## src/rtl/vsg_pkg.sv

```systemverilog
package vsg_pkg;

    typedef struct packed {
        logic       adv;
        logic [4:0] mag;
    } vsg_offs_t;

    typedef struct packed {
        vsg_offs_t  beg;
        vsg_offs_t  fin;
        logic [3:0] dly;
        logic [3:0] half;
    } vsg_cfg_t;

    localparam vsg_cfg_t VSG_CFG_RST = '{
        beg:  '{adv: 1'b1, mag: 5'd5},
        fin:  '{adv: 1'b0, mag: 5'd0},
        dly:  4'h0,
        half: 4'h0
    };

    typedef enum logic [0:0] {
        ST_LOW  = 1'b0,
        ST_HIGH = 1'b1
    } vsg_state_t;

    localparam int VSG_EDGES = 2;

endpackage

```

## src/rtl/vsg_cfg_regs.sv

```systemverilog
module vsg_cfg_regs
    import vsg_pkg::*;
(
    input  logic       clk,
    input  logic       rst_n,
    input  logic       pix_stb,
    input  logic       field_odd,
    input  logic       cfg_we,
    input  logic [1:0] cfg_addr,
    input  logic [7:0] cfg_wdata,
    output vsg_cfg_t   act_cfg
);

    vsg_cfg_t pend_cfg;
    logic     prev_field;
    logic     field_start;

    assign field_start = pix_stb && (field_odd != prev_field);

    // Pending copy: written by the host port at any time
    always_ff @(posedge clk) begin
        if (!rst_n) begin
            pend_cfg <= VSG_CFG_RST;
        end else if (cfg_we) begin
            case (cfg_addr)
                2'd0: begin
                    pend_cfg.beg.adv <= cfg_wdata[7];
                    pend_cfg.beg.mag <= cfg_wdata[4:0];
                end
                2'd1: begin
                    pend_cfg.fin.adv <= cfg_wdata[7];
                    pend_cfg.fin.mag <= cfg_wdata[4:0];
                end
                2'd2: begin
                    pend_cfg.dly  <= cfg_wdata[3:0];
                    pend_cfg.half <= cfg_wdata[7:4];
                end
                default: ;
            endcase
        end
    end

    // Active copy: moves only on a field change
    always_ff @(posedge clk) begin
        if (!rst_n) begin
            act_cfg    <= VSG_CFG_RST;
            prev_field <= 1'b1;
        end else begin
            if (field_start) begin
                act_cfg <= pend_cfg;
            end
            if (pix_stb) begin
                prev_field <= field_odd;
            end
        end
    end

    // active settings never move in the middle of a field
    a_r9_hold_mid_field: assert property (@(posedge clk) disable iff (!rst_n)
        !field_start |=> $stable(act_cfg))
        else $error("a_r9_hold_mid_field");

endmodule

```

## src/rtl/vsg_edge_point.sv

```systemverilog
module vsg_edge_point
    import vsg_pkg::*;
#(
    parameter int LINES    = 525,
    parameter int H_TOTAL  = 858,
    parameter int REF_ODD  = 10,
    parameter int REF_EVEN = 273,
    parameter int LW       = 10,
    parameter int HW       = 10
)(
    input  vsg_offs_t         offs,
    input  logic              dly_odd,
    input  logic              dly_even,
    input  logic              half_odd,
    input  logic              half_even,
    input  logic              field_odd,
    input  logic [LW-1:0]     line_cnt,
    input  logic [HW-1:0]     h_cnt,
    output logic              hit
);

    localparam int SW = LW + 2;
    localparam logic [SW-1:0] L1   = SW'(LINES);
    localparam logic [SW-1:0] L2   = SW'(2 * LINES);
    localparam logic [HW-1:0] HMID = HW'(H_TOTAL / 2);

    logic [SW-1:0] base;
    logic [SW-1:0] sum;
    logic [SW-1:0] mag_w;
    logic          dly_sel;
    logic          half_sel;
    logic [LW-1:0] tgt_line;
    logic [HW-1:0] tgt_h;

    always_comb begin
        base     = field_odd ? SW'(REF_ODD) : SW'(REF_EVEN);
        dly_sel  = field_odd ? dly_odd  : dly_even;
        half_sel = field_odd ? half_odd : half_even;
        mag_w    = {{(SW-5){1'b0}}, offs.mag};
        // bias by one frame so the subtraction never goes negative
        sum = base + L1 + {{(SW-1){1'b0}}, dly_sel};
        if (offs.adv) begin
            sum = sum - mag_w;
        end else begin
            sum = sum + mag_w;
        end
        if (half_sel) begin
            sum = sum - {{(SW-1){1'b0}}, 1'b1};
        end
        if (sum >= L2) begin
            sum = sum - L2;
        end else if (sum >= L1) begin
            sum = sum - L1;
        end
        tgt_line = sum[LW-1:0];
        tgt_h    = half_sel ? HMID : '0;
        hit      = (line_cnt == tgt_line) && (h_cnt == tgt_h);
    end

endmodule

```

## src/rtl/vsg_sync_fsm.sv

```systemverilog
module vsg_sync_fsm
    import vsg_pkg::*;
(
    input  logic clk,
    input  logic rst_n,
    input  logic pix_stb,
    input  logic beg_hit,
    input  logic end_hit,
    output logic vsync,
    output logic v_flag
);

    vsg_state_t state_q;
    vsg_state_t state_d;

    always_comb begin
        state_d = state_q;
        unique case (state_q)
            ST_LOW:  if (pix_stb && beg_hit && !end_hit) state_d = ST_HIGH;
            ST_HIGH: if (pix_stb && end_hit)             state_d = ST_LOW;
            default: state_d = ST_LOW;
        endcase
    end

    always_ff @(posedge clk) begin
        if (!rst_n) state_q <= ST_LOW;
        else        state_q <= state_d;
    end

    always_ff @(posedge clk) begin
        if (!rst_n) begin
            vsync  <= 1'b0;
            v_flag <= 1'b0;
        end else begin
            vsync  <= (state_d == ST_HIGH);
            v_flag <= (state_d == ST_HIGH);
        end
    end

    a_r8_flag_tracks_pin: assert property (@(posedge clk) disable iff (!rst_n)
        v_flag == vsync)
        else $error("a_r8_flag_tracks_pin");

    a_r7_hold_without_strobe: assert property (@(posedge clk) disable iff (!rst_n)
        !pix_stb |=> $stable(vsync))
        else $error("a_r7_hold_without_strobe");

    a_r2_rise_at_start: assert property (@(posedge clk) disable iff (!rst_n)
        $rose(vsync) |-> $past(pix_stb && beg_hit))
        else $error("a_r2_rise_at_start");

    a_r3_fall_at_stop: assert property (@(posedge clk) disable iff (!rst_n)
        $fell(vsync) |-> $past(pix_stb && end_hit))
        else $error("a_r3_fall_at_stop");

    a_r10_coincident_stays_low: assert property (@(posedge clk) disable iff (!rst_n)
        (pix_stb && beg_hit && end_hit && !vsync) |=> !vsync)
        else $error("a_r10_coincident_stays_low");

endmodule

```

## src/rtl/vsync_timing_gen.sv

```systemverilog
module vsync_timing_gen
    import vsg_pkg::*;
#(
    parameter int LINES    = 525,
    parameter int H_TOTAL  = 858,
    parameter int REF_ODD  = 10,
    parameter int REF_EVEN = 273,
    parameter int LW       = $clog2(LINES),
    parameter int HW       = $clog2(H_TOTAL)
)(
    input  logic          clk,
    input  logic          rst_n,
    input  logic          pix_stb,
    input  logic [LW-1:0] line_cnt,
    input  logic [HW-1:0] h_cnt,
    input  logic          field_odd,
    input  logic          cfg_we,
    input  logic [1:0]    cfg_addr,
    input  logic [7:0]    cfg_wdata,
    output logic          vsync,
    output logic          v_flag
);

    vsg_cfg_t               act_cfg;
    logic [VSG_EDGES-1:0]   hit;

    vsg_cfg_regs u_regs (
        .clk       (clk),
        .rst_n     (rst_n),
        .pix_stb   (pix_stb),
        .field_odd (field_odd),
        .cfg_we    (cfg_we),
        .cfg_addr  (cfg_addr),
        .cfg_wdata (cfg_wdata),
        .act_cfg   (act_cfg)
    );

    // edge 0 = start, edge 1 = stop; adjust bits indexed 2*edge + (even field)
    for (genvar g = 0; g < VSG_EDGES; g++) begin : g_edge
        vsg_edge_point #(
            .LINES    (LINES),
            .H_TOTAL  (H_TOTAL),
            .REF_ODD  (REF_ODD),
            .REF_EVEN (REF_EVEN),
            .LW       (LW),
            .HW       (HW)
        ) u_pt (
            .offs      ((g == 0) ? act_cfg.beg : act_cfg.fin),
            .dly_odd   (act_cfg.dly[2*g]),
            .dly_even  (act_cfg.dly[2*g+1]),
            .half_odd  (act_cfg.half[2*g]),
            .half_even (act_cfg.half[2*g+1]),
            .field_odd (field_odd),
            .line_cnt  (line_cnt),
            .h_cnt     (h_cnt),
            .hit       (hit[g])
        );
    end

    vsg_sync_fsm u_fsm (
        .clk     (clk),
        .rst_n   (rst_n),
        .pix_stb (pix_stb),
        .beg_hit (hit[0]),
        .end_hit (hit[1]),
        .vsync   (vsync),
        .v_flag  (v_flag)
    );

endmodule

```

## config.mk

```make
export PLATFORM = sky130hd
export DESIGN_NAME = vsync_timing_gen
export DESIGN_NICKNAME = d
export VERILOG_FILES = /design/src/rtl/vsg_pkg.sv /design/src/rtl/vsg_cfg_regs.sv /design/src/rtl/vsg_edge_point.sv /design/src/rtl/vsg_sync_fsm.sv /design/src/rtl/vsync_timing_gen.sv
export SDC_FILE = /design/constraint.sdc
export NUM_CORES = 1
export LEC_CHECK = 0
export BUFFER_PORTS_ARGS = -buffer_cell sky130_fd_sc_hd__buf_2
export CAP_MARGIN = 5
export CORE_ASPECT_RATIO = 1.75
export CORE_MARGIN = 10
export CORE_UTILIZATION = 56
export DETAILED_ROUTE_END_ITERATION = 6
export PLACE_DENSITY = 0.75
export SETUP_SLACK_MARGIN = 0.15
export SLEW_MARGIN = 5
export SYNTH_ARGS = -nofsm -noshare
export SYNTH_HDL_FRONTEND = slang
export SYNTH_SLANG_ARGS = --single-unit
```

## constraint.sdc

```tcl
create_clock -name clk -period 7.1 [get_ports clk]
set_input_delay 1.42 -clock clk [delete_from_list [all_inputs] [get_ports clk]]
set_output_delay 1.42 -clock clk [all_outputs]
set_load 0.1 [all_outputs]
```

==> run metrics, run 1 <==
I/O pin cnt=37; Initial Util=57.6%; post-place instance area=roughly 0.0053 mm2; sum of negative setup slack=0 ns; # fillers=~800; clock buffer count from CTS=5; Inserted Diodes=0; maximum fanout along the worst path=12; Routability Congestion=0.980; Yosys top cell area share=16.8%; max_slew headroom=28.2%; cell count after synthesis=649; Final Hold Fails=0; number of remaining DRC errors=1; #FFs+latches synth=42; clk buf depth=2; Syn Nets=723; root buffer cell=clkbuf_16; largest cells by area after synthesis=dfxtp_1, ha_1, xnor2_1, mux2i_1, nand2_1; ys flop type=dfxtp_1; layout cells sized above 1=11.5%; Worst EP arrival=6.40 ns; Worst Path Class, Setup=input pin to register; largest area contributor in the netlist=dfxtp_1; Tot Pwr=between 1 and 1.5 mW; Final #Nets=roughly 750; Clock Skew=0.00446 ns; HP Class=register to register; area of the multi-input gates=0.00396 mm2; Slew @ Worst Pin=1.07 ns; area of all sequential standard cells=841 um2; Startpoint Class=input pin; Syn. warnings=0; via count=4939; Syn Area/Cell=7.70 um2; VDD IR max=0.198 mV; vias in the first global route=4923; Post-DRT Antenna Nets=0; Seq/Total Area, Yosys=roughly 17%; CTS resizes=0; core area=between 0.008 and 0.009 mm2; number of library cell types mapped by synthesis=74; Leak=2.10 nW; Power Density=198 mW/mm2; Critical Path RT=7.27 ns; final wirelength=approximately 14000 um; Layout area overhead=8.82%; clk_lat worst skew=0.29 ns; first-pass GRT wire length=22800 um; IO buf count=36; max-capacitance violation count=0; die area=between 0.01 and 0.015 mm2; top post-synthesis cells by count=nand2_1, nor2_1, xnor2_1; Iteration-0 DRC Markers=256; vias per std cell=6.20; Post CTS Setup Buffer Count=0; period utilization=87.7%; Max Slew Vio Count=0; min cycle time layout=between 6 and 7 ns; crit end category=register; Die X=91.4 um; violated checks=DRC; WL per Instance=17.6 um; Hold-fix buffers, CTS=0; CTS Sinks=42; clk slew on worst S/H paths=0.06 ns; final instance area=0.00544 mm2; Die Y=145 um; CTS tree=yes; antenna violations before repair=1; GRT Util Overall=20.4%; Post-Place Cells=788; Final Non-Filler Cells=796; Overflow after GRT=0; asr flop ratio synth=0%; largest net degree at the start of global routing=44; status=finished with violations; fmax=161 MHz; H-tree depth=2; mapped cell area=between 0.004 and 0.005 mm2; number of synthesized flops with an enable pin=0; hpwl dp=approximately 12000 um; most numerous cell in the Yosys netlist=nand2_1; Final setup viols=0; Pre-Repair DR Iteration Count=7; RSZ-0062 raised after global routing=false; FP Rows=45
sequential cells by signal, indices dropped and copies added (netlist names):
name / cells
u_regs.act_cfg: 20
u_regs.pend_cfg: 20
u_fsm.state_q: 1
u_regs.prev_field: 1
report_power, final:
part / switching [mW] / total [mW] / internal, mW / leakage (nW)
logic: 0.353 / 0.570 / 0.217 / 1.69
clock network: 0.0917 / 0.258 / 0.166 / 0.0771
registers: 0.00575 / 0.248 / 0.243 / 0.341
total: 0.450 / 1.08 / 0.625 / 2.10
worst max-delay path: stages:
cell and delay (ns):
buf_2 0.24, mux2i_1 0.28, ha_1 0.27, ha_1 0.20, inv_1 0.07, fa_1 0.42, inv_1 0.11, ha_1 0.23
nand2_1 0.05, a21boi_0 0.47, inv_1 0.28, ha_1 0.27, nor2b_1 0.11, o311ai_1 0.10, nor4_2 0.42, o21ai_2 0.14
a221o_1 0.39, nor3b_1 0.17, o31a_1 0.31, a2111oi_2 0.37, a21oi_1 0.07
per-stage QoR:
step                      worst slack (ns)  util, %  hold slack (ns)
after CTS                            0.896     62.7            0.467
final                                0.870     62.7            0.460
after global placement               0.783     60.8            0.451
after detailed placement             0.611     60.8            0.457
after global routing                 0.470     62.7            0.489
after floorplan                       1.27        -            0.440
placed cells by master, fill, tap and decap left out, drive strengths merged, types with 9 or more instances in the layout:
| cell | netlist | final |
|---|---|---|
| nand4 | 9 | 9 |
| a21oi | 29 | 29 |
| and2 | 9 | 9 |
| a21o | 10 | 10 |
| nand2 | 73 | 73 |
| a211oi | 9 | 9 |
| xnor2 | 47 | 47 |
| nor2b | 22 | 22 |
| nor2 | 49 | 49 |
| buf | 5 | 39 |
| nand3 | 16 | 16 |
| ha | 37 | 37 |
| mux2i | 31 | 31 |
| dfxtp | 42 | 42 |
| nor3 | 26 | 26 |
| o21ai | 28 | 28 |
| inv | 33 | 33 |
| xor2 | 12 | 12 |
| or2 | 9 | 9 |
| a21boi | 20 | 20 |
path summary, 6_finish.rpt:
check	start	end	depth (start not counted)	slack, ns
worst max register to register	u_regs.act_cfg[14]$_SDFFE_PN1P_	u_fsm.state_q$_SDFF_PN0_	18	1.69
worst min-delay path	u_regs.pend_cfg[12]$_SDFFE_PN0P_	u_regs.act_cfg[12]$_SDFFE_PN0P_	2	0.46
worst max-delay path	field_odd	u_fsm.state_q$_SDFF_PN0_	21	0.87
worst min register to register	u_regs.pend_cfg[12]$_SDFFE_PN0P_	u_regs.act_cfg[12]$_SDFFE_PN0P_	2	0.46
kinds of logic after synthesis:
group,after synthesis,synth area share (%)
and+or+nand+nor,254,25.7
AOI/OAI and AO/OA,170,25.6
xor gates and xnor gates,60,10.9
buffers and inverters,50,3.98
DFF,42,16.8
adders and majority gates,39,10.1
muxes,34,6.89
layer usage:
| layer | vias to the layer above | wire length [um] | GRT usage, % |
|---|---|---|---|
| met4 | 2 | 851 | 13.5 |
| met1 | 2289 | 5440 | 20.9 |
| li1 | 2427 | - | - |
| met5 | - | 20 | 0 |
| met2 | 168 | 7160 | 36.8 |
| met3 | 53 | 557 | 3.25 |
area by class of cell:
class / count / area share, %
multi-input combinational: 557 / 72.8
sequential: 42 / 15.5
timing repair buffer: 39 / 3.73
tap: 117 / 2.69
clock buffer: 6 / 2.37
inverter: 33 / 2.28
clock inverter: 2 / 0.690
Note: power is estimated with default switching activity, not from simulation.
==> run 2, diff against run 1 <==
- RECOVER_POWER: not set -> 100
==> run 2 against run 1 <==
Compared with the run above: the run now ends clean; register-to-register slack barely moved; die area did not move; global-route usage did not move; sequential power barely moved; sequential share of layout area barely moved; first-iteration DRC count rose by 0.39%.
==> run metrics, run 2 (synthesized netlist as in run 1, its figures left out) <==
clock buffer count from CTS=5 (unchanged); Clock Skew=0.00449 ns (was 0.00446 ns); Overflow after GRT=0 (unchanged); Final Non-Filler Cells=796 (unchanged); hpwl dp=11600 um (unchanged); Final setup viols=0 (unchanged); max_slew headroom=2.60% (was 28.2%); clk buf depth=2 (unchanged); Critical Path RT=7.27 ns (about the same); Die X=91.4 um (unchanged); final wirelength=14000 um (about the same); Layout area overhead=8.72% (was 8.82%); Hold-fix buffers, CTS=0 (unchanged); maximum fanout along the worst path=12 (unchanged); via count=4939 (unchanged); final instance area=0.00543 mm2 (was 0.00544 mm2); post-place instance area=0.00527 mm2 (unchanged); min cycle time layout=6.22 ns (was 6.23 ns); area of the multi-input gates=0.00396 mm2 (unchanged); Max Slew Vio Count=0 (unchanged); vias in the first global route=4923 (unchanged); FP Rows=45 (unchanged); Pre-Repair DR Iteration Count=7 (unchanged); period utilization=87.6% (was 87.7%); Initial Util=57.6% (unchanged); fmax=161 MHz (about the same); crit-path max cell delay=0.47 ns (about the same); Power Density=198 mW/mm2 (about the same); RSZ-0062 raised after global routing=false (unchanged); vias per std cell=6.20 (unchanged); Routability Congestion=0.980 (unchanged); core area=0.00867 mm2 (unchanged); GRT Util Overall=20.4% (unchanged); Final Hold Fails=0 (unchanged); Inserted Diodes=0 (unchanged); CTS tree=yes (unchanged); number of remaining DRC errors=0 (was 1); area of all sequential standard cells=841 um2 (unchanged); IO buf count=36 (unchanged); antenna violations before repair=1 (unchanged); clk slew on worst S/H paths=0.06 ns (about the same); Slew @ Worst Pin=1.46 ns (was 1.07 ns); R2R setup slack=1.69 ns (about the same); sum of negative setup slack=0 ns (unchanged); root buffer cell=clkbuf_16 (unchanged); CTS Sinks=42 (unchanged); Post CTS Setup Buffer Count=0 (unchanged); Post-DRT Antenna Nets=0 (unchanged); H-tree depth=2 (unchanged); Crit-path slowest cell=a21boi_0 (unchanged); WL per Instance=17.6 um (about the same); Worst EP arrival=6.39 ns (was 6.40 ns); Post-Place Cells=788 (unchanged); max-capacitance violation count=0 (unchanged); Iteration-0 DRC Markers=257 (was 256); crit end category=register (unchanged); # fillers=800 (was 796); status=finished clean (was finished with violations); CTS resizes=0 (unchanged); die area=0.0132 mm2 (unchanged); largest net degree at the start of global routing=44 (unchanged); critical path cell sequence=buf_2 -> mux2i_1 -> ha_1 -> ha_1 -> inv_1 -> fa_1 -> inv_1 -> ha_1 -> nand2_1 -> a21boi_0 -> inv_1 -> ha_1 -> nor2b_1 -> o311ai_1 -> nor4_2 -> o21ai_2 -> a221o_1 -> nor3b_1 -> o31a_1 -> a2111oi_2 -> a21oi_1 (unchanged); Final #Nets=752 (unchanged); Leak=2.09 nW (was 2.10 nW); clk_lat worst skew=0.29 ns (about the same); most frequent cells in the layout=nand2_1, nor2_1, xnor2_1, dfxtp_1, ha_1 (unchanged); VDD IR max=0.198 mV (about the same); layout cells sized above 1=10.9% (was 11.5%); Worst Path Class, Setup=input pin to register (unchanged); first-pass GRT wire length=22800 um (unchanged); I/O pin cnt=37 (unchanged); Startpoint Class=input pin (unchanged); pre-CTS setup slack=0.611 ns (unchanged); Largest regs=u_regs.act_cfg (20), u_regs.pend_cfg (20) (unchanged); most common cell after layout, fill and taps aside=nand2_1 (unchanged); slack of the critical path=0.880 ns (was 0.870 ns); HP Class=register to register (unchanged); Most common cell on crit path=ha_1 (unchanged); Die Y=145 um (unchanged)
==> run 2: cell count changes in the layout (fill, tap and decap cells not counted) <==
cell / change
and2_0: +1
and2_1: -1
buf_2: -4
clkbuf_1: +4
==> run 2: report_power, final <==
part           leakage [nW]  switching, mW  internal [mW]  total (mW)
Sequential            0.341        0.00575          0.243       0.248
Clock                0.0771         0.0919          0.166       0.258
Combinational          1.67          0.353          0.217       0.570
Total                  2.09          0.451          0.625        1.08
==> run 2: worst paths after layout <==
path,end,cells after the start,start
worst min register to register,u_regs.act_cfg[12]$_SDFFE_PN0P_,2,u_regs.pend_cfg[12]$_SDFFE_PN0P_
worst min-delay path,u_regs.act_cfg[12]$_SDFFE_PN0P_,2,u_regs.pend_cfg[12]$_SDFFE_PN0P_
worst max-delay path,u_fsm.state_q$_SDFF_PN0_,21,field_odd
worst max register to register,u_fsm.state_q$_SDFF_PN0_,18,u_regs.act_cfg[14]$_SDFFE_PN1P_
==> run 2: stage by stage <==
stage / util [%] / power, mW / hold slack [ns]
6_report: 62.6 / 1.08 / 0.463
3_3_place_gp: 60.8 / 0.799 / 0.451
4_1_cts: 62.7 / 1.07 / 0.467
3_5_place_dp: 60.8 / 0.809 / 0.457
2_1_floorplan: - / 0.681 / 0.440
5_1_grt: 62.6 / 1.14 / 0.493
==> run 2: worst max-delay path: cells and delay by family <==
| family | cells | cell delay, ns |
|---|---|---|
| AOI/OAI and AO/OA | 7 | 1.85 |
| and+or+nand+nor | 4 | 0.73 |
| muxes | 1 | 0.28 |
| buffers and inverters | 4 | 0.70 |
| adders and majority gates | 5 | 1.38 |
==> run 2: per-layer routing <==
metal | wire length, um | vias to the layer above | GRT usage [%] | share of wire, %
met3 | 555 | 56 | 3.25 | 4.0
met5 | 20 | - | 0 | 0.14
met4 | 896 | 2 | 13.5 | 6.4
met1 | 5440 | 2296 | 20.9 | 39
li1 | - | 2426 | - | -
met2 | 7100 | 159 | 36.8 | 51
==> run 2: final cells by class <==
| cell class | instances | area share [%] |
|---|---|---|
| multi-input cells | 557 | 72.8 |
| flip-flops and latches | 42 | 15.5 |
| repair buffers | 39 | 3.64 |
| well taps | 117 | 2.70 |
| clock buffers | 6 | 2.37 |
| inverters | 33 | 2.28 |
| clock inverters | 2 | 0.691 |
